`src/rtl/gsc_pkg.sv`:
```
// Shared types for the greyscale scan-out engine.
// Assumes a 2-bit format code driven by the host.
package gsc_pkg;
    typedef enum logic [1:0] {
        FMT_RGB555 = 2'd0,
        FMT_RGB565 = 2'd1,
        FMT_RGB888 = 2'd2,
        FMT_XRGB   = 2'd3
    } fmt_e;

    typedef enum logic [1:0] {
        ST_IDLE  = 2'd0,
        ST_FETCH = 2'd1,
        ST_LOAD  = 2'd2,
        ST_EMIT  = 2'd3
    } scan_st_e;
endpackage

```
`src/rtl/gsc_expand.sv`:
```
// Grey-to-colour expander: maps a 4-bit grey level to a 32-bit pixel
// in the selected format by bit replication. Purely combinational.
// Assumes fmt is held stable by the caller for a whole frame.
module gsc_expand
    import gsc_pkg::*;
(
    input  logic [3:0]  grey,
    input  fmt_e        fmt,
    output logic [31:0] pixel
);
    logic [4:0] c5;
    logic [5:0] g6;
    logic [7:0] c8;

    // Channel widening: 5-bit, 6-bit and 8-bit replicated levels.
    always_comb begin
        c5 = {grey, grey[3]};
        g6 = {c5, grey[3]};
        c8 = {grey, grey};
    end

    // Pack the channels for the chosen format.
    always_comb begin
        unique case (fmt)
            FMT_RGB555: pixel = {17'd0, c5, c5, c5};
            FMT_RGB565: pixel = {16'd0, c5, g6, c5};
            FMT_RGB888: pixel = {8'h00, c8, c8, c8};
            default:    pixel = {8'hFF, c8, c8, c8};
        endcase
    end
endmodule

```
`src/rtl/gsc_walker.sv`:
```
// Frame position walker: tracks horizontal repeat, nibble, byte, vertical
// repeat and memory row. It advances one pixel per step and wraps to the
// frame origin after the last pixel.
// Assumes step is only raised while a pixel is being accepted.
module gsc_walker #(
    parameter int LINE_BYTES = 64,
    parameter int VIS_ROWS   = 64,
    parameter int MAG        = 4,
    localparam int HW = (MAG > 1) ? $clog2(MAG) : 1,
    localparam int BW = (LINE_BYTES > 1) ? $clog2(LINE_BYTES) : 1,
    localparam int RW = (VIS_ROWS > 1) ? $clog2(VIS_ROWS) : 1
) (
    input  logic          clk,
    input  logic          rst_n,
    input  logic          clear,
    input  logic          step,
    output logic          nib_lo,
    output logic [RW-1:0] row,
    output logic [BW-1:0] col_byte,
    output logic          byte_done,
    output logic          frame_done,
    output logic          first,
    output logic          line_end
);
    logic [HW-1:0] hrep_q;
    logic [HW-1:0] vrep_q;
    logic          nib_q;
    logic [BW-1:0] byte_q;
    logic [RW-1:0] row_q;

    logic hrep_last, vrep_last, byte_last, row_last;

    // Terminal-count decode for each counter.
    always_comb begin
        hrep_last = (hrep_q == HW'(MAG - 1));
        vrep_last = (vrep_q == HW'(MAG - 1));
        byte_last = (byte_q == BW'(LINE_BYTES - 1));
        row_last  = (row_q == RW'(VIS_ROWS - 1));
    end

    // Nested counters: hrep -> nibble -> byte -> vrep -> row.
    always_ff @(posedge clk) begin
        if (!rst_n || clear) begin
            hrep_q <= '0;
            vrep_q <= '0;
            nib_q  <= 1'b0;
            byte_q <= '0;
            row_q  <= '0;
        end else if (step) begin
            if (!hrep_last) begin
                hrep_q <= hrep_q + 1'b1;
            end else begin
                hrep_q <= '0;
                nib_q  <= ~nib_q;
                if (nib_q) begin
                    if (!byte_last) begin
                        byte_q <= byte_q + 1'b1;
                    end else begin
                        byte_q <= '0;
                        if (!vrep_last) begin
                            vrep_q <= vrep_q + 1'b1;
                        end else begin
                            vrep_q <= '0;
                            row_q  <= row_last ? '0 : row_q + 1'b1;
                        end
                    end
                end
            end
        end
    end

    // Position flags for the controller and the output markers.
    always_comb begin
        nib_lo     = nib_q;
        row        = row_q;
        col_byte   = byte_q;
        byte_done  = nib_q && hrep_last;
        line_end   = byte_done && byte_last;
        frame_done = line_end && vrep_last && row_last;
        first      = (hrep_q == '0) && !nib_q && (byte_q == '0)
                     && (vrep_q == '0) && (row_q == '0);
    end

    // the byte being replicated does not move until both nibbles are spent.
    assert_byte_hold_R5: assert property (@(posedge clk) disable iff (!rst_n)
        (step && !byte_done && !clear) |=> $stable(col_byte));
endmodule

```
`src/rtl/gsc_scanout.sv`:
```
// Greyscale scan-out engine top. On a redraw request it latches the format
// and then fetches one byte per pixel pair. It emits each nibble MAG times
// and re-reads every memory row MAG times. The request is acknowledged
// after the last pixel.
// Assumes a synchronous memory with one cycle of read latency, and a host
// that holds redraw_req until redraw_ack.
module gsc_scanout
    import gsc_pkg::*;
#(
    parameter int LINE_BYTES = 64,
    parameter int VIS_ROWS   = 64,
    parameter int MEM_ROWS   = 80,
    parameter int ROW_STRIDE = 64,
    parameter int MAG        = 4,
    localparam int AW = $clog2(MEM_ROWS * ROW_STRIDE),
    localparam int BW = (LINE_BYTES > 1) ? $clog2(LINE_BYTES) : 1,
    localparam int RW = (VIS_ROWS > 1) ? $clog2(VIS_ROWS) : 1
) (
    input  logic          clk,
    input  logic          rst_n,
    input  logic          redraw_req,
    input  logic [1:0]    fmt_sel,
    output logic          redraw_ack,
    output logic          rd_en,
    output logic [AW-1:0] rd_addr,
    input  logic [7:0]    rd_data,
    output logic          pix_valid,
    input  logic          pix_ready,
    output logic [31:0]   pix_data,
    output logic          pix_sof,
    output logic          pix_eol
);
    scan_st_e      state_q;
    fmt_e          fmt_q;
    logic [7:0]    byte_q;
    logic          ack_q;

    logic          w_clear, w_step, nib_lo, byte_done, frame_done, first, line_end;
    logic [RW-1:0] row;
    logic [BW-1:0] col_byte;
    logic [3:0]    grey;

    // Walker control: hold at origin when idle, advance on each accepted pixel.
    always_comb begin
        w_clear = (state_q == ST_IDLE);
        w_step  = (state_q == ST_EMIT) && pix_ready;
    end

    gsc_walker #(
        .LINE_BYTES(LINE_BYTES),
        .VIS_ROWS  (VIS_ROWS),
        .MAG       (MAG)
    ) u_walker (
        .clk       (clk),
        .rst_n     (rst_n),
        .clear     (w_clear),
        .step      (w_step),
        .nib_lo    (nib_lo),
        .row       (row),
        .col_byte  (col_byte),
        .byte_done (byte_done),
        .frame_done(frame_done),
        .first     (first),
        .line_end  (line_end)
    );

    // Sequencer: idle -> fetch -> load -> emit, and back to fetch per byte.
    always_ff @(posedge clk) begin
        if (!rst_n) begin
            state_q <= ST_IDLE;
            fmt_q   <= FMT_RGB555;
            byte_q  <= '0;
            ack_q   <= 1'b0;
        end else begin
            ack_q <= 1'b0;
            unique case (state_q)
                ST_IDLE: begin
                    if (redraw_req && !ack_q) begin
                        fmt_q   <= fmt_e'(fmt_sel);
                        state_q <= ST_FETCH;
                    end
                end
                ST_FETCH: state_q <= ST_LOAD;
                ST_LOAD: begin
                    byte_q  <= rd_data;
                    state_q <= ST_EMIT;
                end
                default: begin
                    if (pix_ready && byte_done) begin
                        if (frame_done) begin
                            state_q <= ST_IDLE;
                            ack_q   <= 1'b1;
                        end else begin
                            state_q <= ST_FETCH;
                        end
                    end
                end
            endcase
        end
    end

    // Memory address: displayed row at its stride plus byte within the line.
    always_comb begin
        rd_en   = (state_q == ST_FETCH);
        rd_addr = AW'(row) * AW'(ROW_STRIDE) + AW'(col_byte);
    end

    // Nibble select: high nibble is the left pixel.
    always_comb begin
        grey = nib_lo ? byte_q[3:0] : byte_q[7:4];
    end

    gsc_expand u_expand (
        .grey (grey),
        .fmt  (fmt_q),
        .pixel(pix_data)
    );

    // Stream outputs and frame markers.
    always_comb begin
        pix_valid  = (state_q == ST_EMIT);
        pix_sof    = pix_valid && first;
        pix_eol    = pix_valid && line_end;
        redraw_ack = ack_q;
    end

    // a stalled pixel stays on the bus unchanged.
    assert_stall_hold_R11: assert property (@(posedge clk) disable iff (!rst_n)
        (pix_valid && !pix_ready) |=> (pix_valid && $stable(pix_data)
                                       && $stable(pix_sof) && $stable(pix_eol)));

    // the acknowledge never lasts more than one cycle.
    assert_ack_pulse_R12: assert property (@(posedge clk) disable iff (!rst_n)
        redraw_ack |=> !redraw_ack);

    // the latched format cannot move while pixels of a frame are out.
    assert_fmt_hold_R12: assert property (@(posedge clk) disable iff (!rst_n)
        (pix_valid && !pix_sof) |-> $stable(fmt_q));

    // reads stay inside the displayed rows.
    assert_rd_window_R3: assert property (@(posedge clk) disable iff (!rst_n)
        rd_en |-> (int'(rd_addr) < VIS_ROWS * ROW_STRIDE));

    // without a request an idle engine stays quiet.
    assert_idle_quiet_R2: assert property (@(posedge clk) disable iff (!rst_n)
        (!redraw_req && !pix_valid && !rd_en) |=> !rd_en);
endmodule

```
`config.mk`:
```
export PLATFORM = sky130hd
export DESIGN_NAME = gsc_scanout
export DESIGN_NICKNAME = d
export VERILOG_FILES = /design/src/rtl/gsc_pkg.sv /design/src/rtl/gsc_expand.sv /design/src/rtl/gsc_walker.sv /design/src/rtl/gsc_scanout.sv
export SDC_FILE = /design/constraint.sdc
export NUM_CORES = 1
export LEC_CHECK = 0
export BUFFER_PORTS_ARGS = -buffer_cell sky130_fd_sc_hd__buf_2
export CAP_MARGIN = 20
export CORE_MARGIN = 4
export CORE_UTILIZATION = 50
export DETAILED_ROUTE_END_ITERATION = 8
export GPL_ROUTABILITY_DRIVEN = 0
export PLACE_DENSITY = 0.79
export RECOVER_POWER = 50
export SYNTH_ARGS = -nofsm -noshare
export SYNTH_HDL_FRONTEND = slang
export SYNTH_SLANG_ARGS = --single-unit
```
`constraint.sdc`:
```
create_clock -name clk -period 4.2 [get_ports clk]
set_input_delay 0.63 -clock clk [delete_from_list [all_inputs] [get_ports clk]]
set_output_delay 0.63 -clock clk [all_outputs]
set_load 0.03 [all_outputs]
```
; ---- After elaboration in Yosys (flattened, before gate mapping)
; Cells that the tools add are included.
[totals]
regBits = 30
in_bits = 14
output_inout_bits = 50
word_cells = 69
[op_classes]
addsub = 5
n_eq_ne = 10
muxes = 11
n_bitwise = 3
reduce_logical = 31
[op_table]
columns = op, count
row1 = $pmux 32 s3, 1
row2 = $add 12x6->13, 1
row3 = $logic_and 1x1->1, 13
row4 = $add 6x1->6 const B, 2
row5 = $eq 6x6->1 const B, 2
row6 = $logic_not 6->1, 2
row7 = $mux 6, 2
row8 = $eq 2x2->1 const B, 5
row9 = $logic_not 2->1, 4
row10 = $mux 2, 4
row11 = $pmux 2 s3, 1
row12 = $reduce_and 2->1, 3
row13 = $reduce_and 5->1, 1
row14 = $reduce_or 5->1, 1
row15 = $add 2x1->2 const B, 2
row16 = $eq 2x1->1 const B, 2
row17 = $mux 4, 1
row18 = $reduce_and 4->1, 1
row19 = $reduce_bool 4->1, 1
row20 = $logic_not 1->1, 3
row21 = $not 1->1, 3
row22 = $reduce_and 3->1, 1
row23 = $mux 1, 2
row24 = $ne 2x2->1 const B, 1
row25 = $logic_or 1x1->1, 1

; ---- Depth between registers and ports, before layout
; Gate-level depths: netlist of the first run.
[depth]
word_depth = 8
depth_mapped = 7
ltp_nobuf = 6

; ---- Hierarchy
; From an unflattened synthesis of the first run, not the netlist that was laid out.
[unflattened]
cells_unflattened = 224
area_unflattened_um2 = 1923.1
[by_module_without_submodules]
columns = module, instances, cells_per_inst, area_per_inst_um2, seq_area_each_um2
row1 = gsc_walker, 1, 114, 947.2, 340.3
row2 = gsc_scanout, 1, 63, 658.1, 260.2
row3 = gsc_expand, 1, 47, 317.8, 0.0

; ---- Least setup slack after synthesis of the first run
; No wires, ideal clock.
[synth_timing]
path_type = reg-to-output
start = reg state_q[1]
end = out pix_sof
t_arrival_ns = 2.255
t_required_ns = 3.570
slack_ns = 1.315
stages_incl_launch_ff = 5
n_path_buf = 0
cell_sequence = dfxtp_1 > ha_1 > nand4_1 > or4_1 > nor4_1
[synth_between]
elab_chain_len = 2
[synth_lines]
columns = item, line
row1 = "start, declared", gsc_scanout.sv:33  ; scan_st_e state_q;
row2 = "start signal, assigned", gsc_scanout.sv:70  ; state_q <= ST_IDLE;
row3 = "start signal, assigned", gsc_scanout.sv:80  ; state_q <= ST_FETCH;
row4 = "start signal, assigned", gsc_scanout.sv:83  ; ST_FETCH: state_q <= ST_LOAD;
row5 = $eq 2x2->1, gsc_scanout.sv:121  ; pix_valid = (state_q == ST_EMIT);
row6 = net pix_valid, gsc_scanout.sv:27  ; output logic pix_valid,
row7 = $logic_and 1x1->1, gsc_scanout.sv:122  ; pix_sof = pix_valid && first;
row8 = "end, declared", gsc_scanout.sv:30  ; output logic pix_sof,
; The timed path passes the listed nets, and every way through them passes these cells.

; ---- Final worst setup path of the first run
[layout_timing]
start = reg u_walker.nib_q, in the netlist u_walker.nib_lo
end = out pix_data[6]
[layout_between]
elab_chain_len = 2
[layout_lines]
columns = item, line
row1 = "start, declared", gsc_walker.sv:27  ; logic nib_q;
row2 = "start signal, assigned", gsc_walker.sv:54  ; nib_q <= ~nib_q;
row3 = $mux 4, gsc_scanout.sv:110  ; grey = nib_lo ? byte_q[3:0] : byte_q[7:4];
row4 = $pmux 32 s3, gsc_expand.sv:24  ; unique case (fmt)
row5 = "end, declared", gsc_scanout.sv:29  ; output logic [31:0] pix_data,
; No other way between the ends.

==> results.md, run 1 <==
- The flow ran to the end, and the final reports show no timing, DRC or antenna violations.
- In this run, synthesis inferred 0 flip-flops with an integrated enable.
- The number of buffers and inverters on the critical path is 1.
- The clock transition at the register clock pins on the worst setup and hold paths after CTS is about 0.060 ns.
- The worst hold path belongs to the class register to register.
- The sum of net half-perimeters after detailed placement is around 3100 um.
- The starting DRC count in detailed routing is between 70 and 80.
- In the final timing run, aggregate negative setup slack is 0 ns.
- The per-instance average area after synthesis is 8.43 um^2.
- In the final layout, the share of cells above drive strength 1 is 22.0%.
- After layout, the minimum clock period comes to about 2.8 ns.
- The number of hold violations in the final report is 0.
- The post-route antenna net violation count is 0.
- The number of H-tree levels is 2.
- The height of the die is 70.0 um.
- The peak supply drop is roughly 0.38 mV.
- The number of different library cells used by synthesis comes to 37.
- After layout, the worst path uses approximately 66% of the clock period.
- The count of final max-slew check failures was 0.
- The footprint of the flip-flops and latches is between 600 and 700 um^2.
- The portion of synthesized cell area occupied by the leading cell type is 31.2%.
- 64 I/O pins were placed.
- The cell chosen for the clock root is clkbuf_8.
- The pin count of the biggest net entering global routing is 20.
- Setup violations remaining at the end of the flow were counted as 0.
- The relative max-transition margin is a little under half.
- Global routing used between 10% and 20% of the available tracks.
- The count of synthesis-stage warnings from yosys is 0.
- STA puts the critical path data arrival time at 2.16 ns.
- For this configuration, the core starts out at a cell density of a little over half.
- For this run, the leading register cell type out of synthesis is dfxtp_1.
- The number of filler instances in the final layout is 350.
- The number of nets in the finished design is 303.
- The buffers inserted during post-CTS setup optimization is 0.
- The master of the slowest instance on the critical path is dfxtp_1.
- The slew at the pin closest to its max-slew limit is 0.810 ns.
- The first-pass GRT wire length is between 7000 and 8000 um.
- The cell count after synthesis came out at around 230.
- The post-synthesis cell type with the largest combined area is dfxtp_1.
- The pre-antenna-repair detailed-routing pass consisted of 4 iterations.
- The number of antenna violations at the first check in global routing is 0.
- Summing the sequential cell areas from Yosys gives ~31% of the chip area.
- After synthesis the netlist holds a flip-flop and latch count of 30.
- In this run the cell area of the synthesized design comes to 1920 um^2.
- The detail-routed net length per standard cell is approximately 13 um.
- The full die area is a little under 5000 um^2.
- The vias after detailed routing is approximately 1.7k.
- The clock tree from TritonCTS is done.
- The share of synthesized flip-flops with an asynchronous set or reset is 0%.
- The number of hold buffers added after cts is 0.
- The final layout contains routed wiring with a total length of about 4200 um.
- Measured on the finished design, the core utilization comes to 59.7%.
- The library cell used most frequently in the layout, excluding fill and tap cells, is buf_2.
- The required time of the critical path is between 3 and 4 ns.
- Counting every net in the synthesized netlist gives around 260.
- The clock buffer count from CTS is 5.
- The later pin in the worst-skew pair is clocked with a latency of between 0.2 and 0.3 ns.
- The total clock sinks is 30.
- In the routed design, unresolved DRC markers number 0.
- The delay contributed by the slowest stage of the critical path is just under 0.7 ns.
- The core footprint is ~3700 um^2.
- The count of inserted antenna diode cells is 0.
- The type of origin of the critical path is a register.
- Summed over all layers, the global routing overflow is 0.
- The count of buffers added on input and output ports is a little over 60.
- Broken down by cell family, the worst path's largest delay share belongs to multiplexers.
- The routed via count divided by cell count is 5.25.
- Leaving out fill and tap cells, the most frequent cells in the layout are 48 x buf_2, 30 x dfxtp_1, 19 x mux2i_1, 19 x nor2_1, 18 x a21oi_1.
- From synthesis to final layout, the design area changed by 14.6%.
- The number of global-route vias before repair is between 1.5k and 2k.
- Traced cell by cell, the critical path runs through mux2i_1, a21oi_1, mux2_2, buf_2.
- The category of the worst setup path capture point is a primary output.
- Setup repair after global routing left no endpoint under its margin.
- The clock passes through at most 2 buffers.
- Of all nets on the critical path, the largest fanout is 14.
- Post-CTS repair changed the size of 0 cells.
- In this run the static leakage power is approximately 0.95 nW.
- The combined area of the multi-input logic cells is about 1100 um^2.
- The critical path in this run is classified as register to primary output.
- In this run the power density over the cells is between 400 and 500 nW/um^2.
- Max-cap violations in this run came to 0.
- The floorplan step set the die width to 70.0 um.
- Row generation in the floorplan step produced 22 rows.
- The final worst clock skew is 0.00962 ns.
- Timing would allow up to 0.358 GHz.
- By area the synthesized netlist is led by dfxtp_1 31%, mux2i_1 9.9%, ha_1 8.5%, buf_4 5.5%, a21oi_1 4.7%.
==> final timing paths <==
path                                     end  cells past startpoint                             from  slack (ns)
max                              pix_data[6]                      4     u_walker.nib_lo$_SDFFE_PP0P_        1.41
min reg2reg  u_walker.hrep_q[1]$_SDFFE_PP0P_                      2  u_walker.hrep_q[1]$_SDFFE_PP0P_        0.48
max reg2reg  u_walker.vrep_q[1]$_SDFFE_PP0P_                      4     u_walker.nib_lo$_SDFFE_PP0P_        1.96
min          u_walker.hrep_q[1]$_SDFFE_PP0P_                      2  u_walker.hrep_q[1]$_SDFFE_PP0P_        0.48
==> power breakdown <==
group          internal (mW)  switching (mW)
clock network          0.132           0.103
registers              0.311          0.0308
logic                  0.151           0.281
total                  0.594           0.415
==> sequential cells by signal, indices dropped and copies added, names as in the netlist <==
register           cells
byte_q                 8
u_walker.col_byte      6
u_walker.row           6
fmt_q                  2
state_q                2
u_walker.hrep_q        2
u_walker.vrep_q        2
redraw_ack             1
u_walker.nib_lo        1
==> routing by layer <==
metal / wire, um / part of all wire, % / global-route usage [%] / vias up
met5: 0 / 0 / 0 / -
met4: 87 / 2.1 / 6.17 / 0
met3: 223 / 5.3 / 6.19 / 12
met2: 1960 / 46 / 28.4 / 42
met1: 1950 / 46 / 23.1 / 785
li1: - / - / - / 868
==> stage by stage <==
stage | setup WS [ns] | hold WS (ns) | instance area (um^2) | power [mW] | instances
after CTS | 1.44 | 0.488 | 2240 | 1.02 | 325
after global placement | 1.78 | 0.465 | 2150 | 0.771 | 317
after detailed placement | 1.75 | 0.479 | 2150 | 0.778 | 317
final | 1.41 | 0.484 | 2200 | 1.01 | 325
after floorplan | 1.31 | 0.453 | 1920 | 0.688 | 228
after global routing | 1.28 | 0.515 | 2200 | 1.08 | 325
==> cells by family after synthesis <==
family | synth area share [%]
AOI/OAI and AO/OA | 9.11
buffers and inverters | 10.0
muxes | 12.2
xor gates and xnor gates | 2.73
adders and majority gates | 8.46
and+or+nand+nor | 26.0
other | 0.195
DFF | 31.2
==> final cells by class <==
cell class                 instances  area share [%]
multi-input combinational        163            50.2
timing repair buffer              62            13.3
sequential                        30            27.3
clock buffer                       7            3.92
clock inverter                     1           0.227
inverter                          14            2.39
tap                               48            2.73
==> cell usage after synthesis (5+ instances only) <==
cell type  count
nor2b_1       12
dfxtp_1       30
inv_1         14
and3_1         5
ha_1          13
nor2_1        19
buf_4         14
nand3_1        5
mux2i_1       19
a21oi_1       18
nand4_1        5
nand2_1       16
xor2_1         5
==> tightest hold or removal path, delay by kind of cell, from the launching register on <==
kind            cells  cell delay (ns)
compound gates      1             0.06
flops               1             0.32
simple gates        1             0.06
Note: power is estimated with default switching activity, not from simulation.
==> run 2: changes to the inputs <==
--- a/config.mk
+++ b/config.mk
@@ -5,13 +5,14 @@
 export SDC_FILE = /design/constraint.sdc
 export NUM_CORES = 1
 export LEC_CHECK = 0
+export ABC_AREA = 1
 export BUFFER_PORTS_ARGS = -buffer_cell sky130_fd_sc_hd__buf_2
 export CAP_MARGIN = 20
 export CORE_MARGIN = 4
 export CORE_UTILIZATION = 50
 export DETAILED_ROUTE_END_ITERATION = 8
 export GPL_ROUTABILITY_DRIVEN = 0
-export PLACE_DENSITY = 0.79
+export PLACE_DENSITY = 0.8
 export RECOVER_POWER = 50
 export SYNTH_ARGS = -nofsm -noshare
 export SYNTH_HDL_FRONTEND = slang
==> constraint.sdc (replaced) <==
create_clock -name clk -period 2.7 [get_ports clk]
set_input_delay 0.405 -clock clk [delete_from_list [all_inputs] [get_ports clk]]
set_output_delay 0.405 -clock clk [all_outputs]
set_load 0.03 [all_outputs]
==> results.md, run 2 <==
- The worst path uses between 80% and 90% of the clock period.
- The library cells used most frequently in the layout, excluding fill and tap cells, are 47 x nor2_1, 43 x nand2_1, 41 x buf_2.
- The number of hold buffers added after cts is 0 (unchanged).
- The per-instance average area after synthesis is 6.74 um^2 (-20%).
- The relative max-transition margin is 63.9% (+18 points).
- The critical path start-end classification is register to primary output.
- The combined area of the multi-input logic cells is 970 um^2 (-12%).
- The largest driver fanout on the critical path is 7 (-7).
- The sequential area share after synthesis is 32.6% (+1.4 points).
- In the synthesized netlist the dominant register cell turns out to be dfxtp_1.
- The insertion delay to the later sink of the worst-skew pair is 0.28 ns (about the same).
- The buffers inserted during post-CTS setup optimization is 0 (unchanged).
- The count of endpoints failing setup in the final report is 0 (unchanged).
- The mapped cell area was 1840 um^2 (-4.3%).
- The register ranked first by flip-flop count is byte_q.
- The leakage power came to 1.05 nW (+10%).
- The endpoint identified for the worst register-to-register timing path is u_walker.col_byte[3]$_SDFFE_PP0P_.
- The switching power was 0.827 mW (+99%).
- The post-synth net total is 300 (+18%).
- The register-to-register path setup slack is 0.59 ns (-1.37 ns).
- The count of final max-slew check failures is 0 (unchanged).
- The type of origin of the critical path is a register.
- The total grt overflow is 0 (unchanged).
- The peak supply drop is 0.487 mV (+27%).
- The required time of the critical path came to 2.30 ns (-1.27 ns).
- The endpoint with the worst hold slack is byte_q[0]$_SDFFE_PN0P_.
- Setup repair after global routing left no endpoint under its margin.
- The instance count of the mapped netlist is 273 (+20%).
- The fraction of power consumed by combinational cells is 44.9% (+2.1 points).
- The launch point of the worst hold path is rd_data[0].
- The final total negative setup slack came to 0 ns (unchanged).
- The pin count of the biggest net entering global routing is 14 (-30%).
- The power share of the sequential group was 30.2% (-3.7 points).
- The starting DRC count in detailed routing is 119 (+51%).
- The residual DRC count was 0 (unchanged).
- The number of hold violations in the final report is 0 (unchanged).
- The vias after detailed routing is 1,854 (+8.6%).
- The number of H-tree levels is 2 (unchanged).
- The cell depth of the worst flop-to-flop path is 7 (+3).
- The post-route antenna net violation count is 0 (unchanged).
- The fraction of power spent switching nets is 44.6% (+3.5 points).
- The footprint of the flip-flops and latches is 601 um^2 (unchanged).
- The final worst clock skew came to 0.00418 ns (-0.00544 ns).
- The worst slack at placement is 0.784 ns (-0.961 ns).
- The number of max-cap violations is 0 (unchanged).
- The final standard cell count with taps included and fillers excluded is 372 (+14%).
- The number of nets in the finished design was 353 (+17%).
- The cell chosen for the clock root is clkbuf_8.
- In the post-synthesis netlist, the biggest area contributors are dfxtp_1 33%, nor2_1 9.2%, ha_1 8.8%, nand2_1 8.8%, o21ai_0 8.7%.
- The core footprint is 3440 um^2 (-6.7%).
- The count of inserted antenna diode cells came to 0 (unchanged).
- The share of synthesized flip-flops with an asynchronous set or reset is 0% (unchanged).
- The routed design could run at a clock period as short as between 2 and 2.5 ns.
- The number of buffers added on ports is 62 (unchanged).
- The clock buffer count from CTS is 5 (unchanged).
- The wire length after detailed routing is 4400 um (+4.3%).
- The detail-routed net length per standard cell is 11.8 um (-8.8%).
- The die span in x was 68.7 um (-1.9%).
- The number of placed instances with taps included is 365 (+15%).
- The number of flip-flops in the largest register came to 8 (unchanged).
- The post-layout worst setup margin is 0.475 ns (-0.932 ns).
- The count of pins on the block boundary was 64 (unchanged).
- The number of distinct library cells after synthesis is 25 (-32%).
- The number of antenna violations at the first check in global routing came to 0 (unchanged).
- For this run, the top clock speed supported by timing is about 0.45 GHz.
- The count of flip-flops with a built-in enable after synthesis was 0 (unchanged).
- TritonCTS built the clock tree.
- The min-delay analysis places its worst path in the category input pin to register.
- The category of the worst setup path capture point is a primary output.
- The number of filler instances in the final layout was 330 (-5.7%).
- The number of stages on the worst hold path is 3 (+1).
- By count the netlist is led by 45 x nor2_1, 43 x nand2_1, 38 x inv_1.
- The total clock sinks is 30 (unchanged).
- The number of gates resized after cts is 0 (unchanged).
- The internal power summed over all cells is 1.03 mW (+73%).
- The launch point of the worst reg-to-reg path is state_q[0]$_SDFFE_PN0P_.
- The number of global-route vias before repair is 1,633 (+1.6%).
- Yosys instantiated no cell more often than nor2_1.
- The sum of net half-perimeters after detailed placement is 3430 um (+9.3%).
- The overall track demand over capacity in global routing is 19.4% (+1.2 points).
- The slew at the pin closest to its max-slew limit is 0.539 ns (-0.271 ns).
- The number of iterations in the first detailed-routing pass is 4 (unchanged).
- The ratio of cells with drive above 1 in the final layout is 16.0% (-6.1 points).
- The first-pass GRT wire length is 6910 um (-5.6%).
- The power per cell area was 854 nW/um^2 (+87%).
- The signed area change from the synthesized netlist to the final layout is 17.9%.
- Leaving out fill and tap cells, the most frequent cell in the layout is nor2_1.
- The full die area was 4720 um^2 (-3.8%).
- The relative contribution of the clock network to total power is 24.9% (+1.6 points).
- The flow ran to the end, and the final reports show no timing, DRC or antenna violations.
- The effective utilization at floorplan came to 53.5% (+1.3 points).
- The count of synthesis-stage warnings from yosys is 0 (unchanged).
- The routed via count divided by cell count was 4.98 (-5.1%).
- The number of buffers on the longest clock path was 2 (unchanged).
- The number of placement rows is 21 (-4.5%).
- The clock transition at the register clock pins on the worst setup and hold paths after CTS is 0.06 ns (about the same).
- The data arrival at the endpoint of the critical path is 1.82 ns (-0.34 ns).
- The number of storage elements in the synthesis netlist is 30 (unchanged).
- The portion of synthesized cell area occupied by the leading cell type is 32.6% (+1.4 points).
- The height of the die is 68.7 um (-1.9%).
- The synthesized design spends more area on one cell type than any other, namely dfxtp_1.
[run 2: routing by layer]
| metal | share of wire, % | vias to the layer above | track usage, % |
|---|---|---|---|
| li1 | - | 973 | - |
| met5 | 0 | - | 0 |
| met1 | 44 | 805 | 22.7 |
| met2 | 46 | 74 | 33.5 |
| met3 | 9.7 | 2 | 6.81 |
| met4 | 0.23 | 0 | 4.71 |
[run 2: power by group through the flow]
| stage | clock [mW] | sequential (mW) | combinational [mW] |
|---|---|---|---|
| floorplan | 0 | 0.546 | 0.676 |
| global placement | 0 | 0.566 | 0.843 |
| detailed placement | 0 | 0.568 | 0.851 |
| CTS | 0.468 | 0.559 | 0.854 |
| global route | 0.489 | 0.569 | 0.925 |
| finish | 0.461 | 0.560 | 0.832 |
[run 2: worst max-delay path, stage by stage, from the launching register on]
cell and delay, ns:
dfxtp_1 0.42, inv_1 0.11, or2_2 0.28, o21ai_0 0.18, inv_1 0.16, nand2_1 0.10
o21ai_0 0.08, buf_2 0.20
[run 2: through the flow]
stage / cell area, um^2 / hold slack [ns] / power (mW) / utilization [%]
after floorplan: 1840 / 0.451 / 1.22 / -
after global placement: 2100 / 0.473 / 1.41 / 61.0
after detailed placement: 2100 / 0.472 / 1.42 / 61.0
after CTS: 2210 / 0.342 / 1.88 / 64.3
after global routing: 2170 / 0.351 / 1.98 / 63.1
final: 2170 / 0.344 / 1.85 / 63.1
[run 2: final cells by class]
cell class | instances | area share [%]
multi-input combinational | 188 | 44.7
sequential | 30 | 27.7
timing repair buffer | 62 | 13.1
inverter | 39 | 6.74
clock buffer | 6 | 3.80
tap | 46 | 2.65
clock inverter | 1 | 1.38
[run 2: logic make-up after synthesis]
kind of cell,count (synthesis),share of synthesized area [%]
and+or+nand+nor,123,29.8
other,1,0.204
AOI/OAI and AO/OA,50,14.1
buffers and inverters,55,13.9
DFF,30,32.6
xor gates and xnor gates,1,0.476
adders and majority gates,13,8.84
[run 2: worst max-delay path by stage]
stage                     cells after the start                           endpoint                          from  slack [ns]
after floorplan                               8                        pix_data[6]  u_walker.nib_lo$_SDFFE_PP0P_        0.44
after global placement                        9                        pix_data[6]  u_walker.nib_lo$_SDFFE_PP0P_        0.84
after detailed placement                      7                       pix_data[11]  u_walker.nib_lo$_SDFFE_PP0P_        0.78
after CTS                                     7                       pix_data[11]  u_walker.nib_lo$_SDFFE_PP0P_        0.47
after global routing                          7  u_walker.col_byte[5]$_SDFFE_PP0P_       state_q[0]$_SDFFE_PN0P_        0.30
final                                         7                       pix_data[11]  u_walker.nib_lo$_SDFFE_PP0P_        0.48
==> run 3: changes to the inputs <==
--- a/config.mk
+++ b/config.mk
@@ -5,14 +5,14 @@
 export SDC_FILE = /design/constraint.sdc
 export NUM_CORES = 1
 export LEC_CHECK = 0
-export ABC_AREA = 1
+export ABC_AREA = 0
 export BUFFER_PORTS_ARGS = -buffer_cell sky130_fd_sc_hd__buf_2
 export CAP_MARGIN = 20
 export CORE_MARGIN = 4
-export CORE_UTILIZATION = 50
+export CORE_UTILIZATION = 46
 export DETAILED_ROUTE_END_ITERATION = 8
 export GPL_ROUTABILITY_DRIVEN = 0
-export PLACE_DENSITY = 0.8
+export PLACE_DENSITY = 0.77
 export RECOVER_POWER = 50
 export SYNTH_ARGS = -nofsm -noshare
 export SYNTH_HDL_FRONTEND = slang
==> constraint.sdc (replaced) <==
create_clock -name clk -period 1.9 [get_ports clk]
set_input_delay 0.285 -clock clk [delete_from_list [all_inputs] [get_ports clk]]
set_output_delay 0.285 -clock clk [all_outputs]
set_load 0.03 [all_outputs]
==> results.md, run 3 (synthesized netlist as in run 1, its figures left out) <==
- The peak clock frequency supported by timing is around 0.49 GHz.
- The post-route antenna net violation count came to 0 (unchanged).
- The leakage power was 1.09 nW (+3.8%).
- The vias after detailed routing is 1,818 (-1.9%).
- The full die area was 5280 um^2 (+12%).
- The effective utilization at floorplan is 47.7% (-5.7 points).
- The number of H-tree levels is 2 (unchanged).
- The number of buffers on the longest clock path was 2 (unchanged).
- The ratio of cells with drive above 1 in the final layout came to 35.5% (+20 points).
- The post-layout worst setup margin is -0.124 ns (-0.599 ns).
- Setup repair after global routing could not meet its margin everywhere.
- The required time of the critical path is 1.62 ns (-0.68 ns).
- The number of flip-flops in the largest register was 8 (unchanged).
- The number of filler instances in the final layout came to 337 (+2.1%).
- The residual DRC count was 0 (unchanged).
- The worst hold path begins at fmt_sel[0].
- The cell chosen for the clock root is clkbuf_8.
- The total grt overflow is 0 (unchanged).
- The signed area change from the synthesized netlist to the final layout is 30.6%.
- The number of nets in the finished design is 322 (-8.8%).
- The number of max-cap violations is 0 (unchanged).
- The starting DRC count in detailed routing is 124 (+4.2%).
- The largest driver fanout on the critical path came to 5 (-2).
- The relative max-transition margin was 57.4% (-6.5 points).
- The clock transition at the register clock pins on the worst setup and hold paths after CTS was 0.07 ns (about the same).
- The number of stages on the worst hold path was 3 (unchanged).
- The post-route cell area is 2510 um^2 (+16%).
- byte_q holds more flip-flops than any other register.
- The endpoint of the worst-slack reg-to-reg timing path is byte_q[5]$_SDFFE_PN0P_.
- The core footprint came to 4030 um^2 (+17%).
- In the layout the commonest cells are 39 x buf_2, 21 x dfxtp_1, 20 x buf_4.
- In this run the critical register-to-register path is launched from state_q[1]$_SDFFE_PN0P_.
- The data arrival at the endpoint of the critical path came to 1.74 ns (-0.08 ns).
- The final core area utilization came to 62.3% (-0.74 points).
- The peak supply drop is 0.562 mV (+15%).
- The total clock sinks is 30 (unchanged).
- The category of the worst setup path capture point is a primary output.
- The height of the die was 72.7 um (+5.8%).
- The number of antenna violations at the first check in global routing is 0 (unchanged).
- The insertion delay to the later sink of the worst-skew pair was 0.29 ns (about the same).
- The total cell area at the placement stage is 2270 um^2 (+8.3%).
- The total design power came to 2.45 mW (+32%).
- The power per cell area is 975 nW/um^2 (+14%).
- The smallest clock period supported by the final layout is computed as between 2 and 2.5 ns.
- The critical path start-end classification is register to primary output.
- The final standard cell count with taps included and fillers excluded is 346 (-7.0%).
- The first-pass GRT wire length came to 7300 um (+5.7%).
- Dividing the final minimum period by the clock period gives 107%.
- The die span in x is 72.7 um (+5.8%).
- The endpoint with the worst hold slack is fmt_q[0]$_SDFFE_PN0P_.
- The wire length after detailed routing came to 4980 um (+13%).
- The count of pins on the block boundary came to 64 (unchanged).
- The number of buffers added on ports was 62 (unchanged).
- The cell depth of the worst flop-to-flop path is 5 (-2).
- The clock buffer count from CTS is 5 (unchanged).
- The register-to-register path setup slack came to 0.20 ns (-0.39 ns).
- The final hold slack was 0.251 ns (-0.0929 ns).
- The final worst clock skew is 0.00747 ns (+0.00329 ns).
- The count of final max-slew check failures is 0 (unchanged).
- The sum of net half-perimeters after detailed placement is 3540 um (+2.9%).
- The number of placed instances with taps included is 332 (-9.0%).
- The routed via count divided by cell count came to 5.25 (+5.4%).
- The overall track demand over capacity in global routing is 17.5% (-1.9 points).
- The final reports fail on negative setup slack.
- The type of origin of the critical path is a register.
- The number of iterations in the first detailed-routing pass came to 4 (unchanged).
- Leaving out fill and tap cells, the most frequent cell in the layout is buf_2.
- The count of inserted antenna diode cells is 0 (unchanged).
- The number of hold violations in the final report is 0 (unchanged).
- The clock tree from TritonCTS is done.
- The number of hold buffers added after cts was 0 (unchanged).
- The slew at the pin closest to its max-slew limit is 0.639 ns (+0.0995 ns).
- The count of endpoints failing setup in the final report was 3 (+3).
- Tracing the worst setup path back leads to its startpoint at u_walker.row[0]$_SDFFE_PP0P_.
- The worst hold path belongs to the class input pin to register.
- The pin count of the biggest net entering global routing is 15 (+1).
- The detail-routed net length per standard cell came to 14.4 um (+22%).
- The flow ran to the end, but the final reports show violations.
- The number of global-route vias before repair is 1,588 (-2.8%).
- The number of placement rows came to 23 (+9.5%).
-- run 3: changes by cell type in the layout (fill, tap and decap cells not counted), moves of 8 or more --
cell     delta
nor2_1     -30
o21ai_0    -30
nand2_1    -28
inv_1      -25
buf_4      +20
mux2i_1    +17
nor2b_1    +12
nand3_1    -10
dfxtp_1     -9
dfxtp_2     +8
-- run 3: power by group --
part	leakage [nW]	internal, mW	switching, mW
registers	0.247	0.691	0.0693
logic	0.792	0.451	0.703
clock network	0.0482	0.292	0.243
total	1.09	1.43	1.02
-- run 3: layout make-up --
type / count / area (um^2) / area share [%]
Inverter: 14 / 52.6 / 2.09
Clock inverter: 1 / 5.00 / 0.199
Clock buffer: 7 / 86.3 / 3.44
Timing Repair Buffer: 81 / 459 / 18.3
Sequential cell: 30 / 614 / 24.5
Tap cell: 50 / 62.6 / 2.49
Multi-Input combinational cell: 163 / 1230 / 49.0
-- run 3: worst max-delay path: stages, from the launching register on --
cell and delay (ns):
dfxtp_2 0.34, inv_1 0.07, ha_1 0.16, nand4_1 0.09, or4_4 0.44, nor4_4 0.15, buf_4 0.20
-- run 3: repair_timing --
action,in CTS,in global routing
setup endpoints to repair,6,10
pin swaps,0,3
resized for setup,22,27
buffers inserted,0,6
-- run 3: worst max-delay path by stage --
| stage | slack (ns) | to | cells past startpoint |
|---|---|---|---|
| 6_report | -0.12 | pix_sof | 6 |
| 5_1_grt | -0.17 | pix_sof | 5 |
| 4_1_cts | -0.12 | pix_sof | 6 |
| 3_5_place_dp | 0.08 | pix_sof | 5 |
| 3_3_place_gp | 0.15 | pix_sof | 5 |
| 2_1_floorplan | -0.03 | pix_sof | 4 |
-- run 3: through the flow --
step	setup slack [ns]	TNS (ns)
floorplan	-0.0293	-0.0293
global placement	0.147	0
detailed placement	0.0830	0
CTS	-0.120	-0.134
global route	-0.167	-0.619
finish	-0.124	-0.127
-- run 3: per-layer routing --
metal	vias to the layer above	routed length, um	global-route usage [%]
met1	850	2150	21.9
met4	0	131	6.97
met5	-	0	0
li1	902	-	-
met2	53	2440	29.0
met3	13	261	3.99
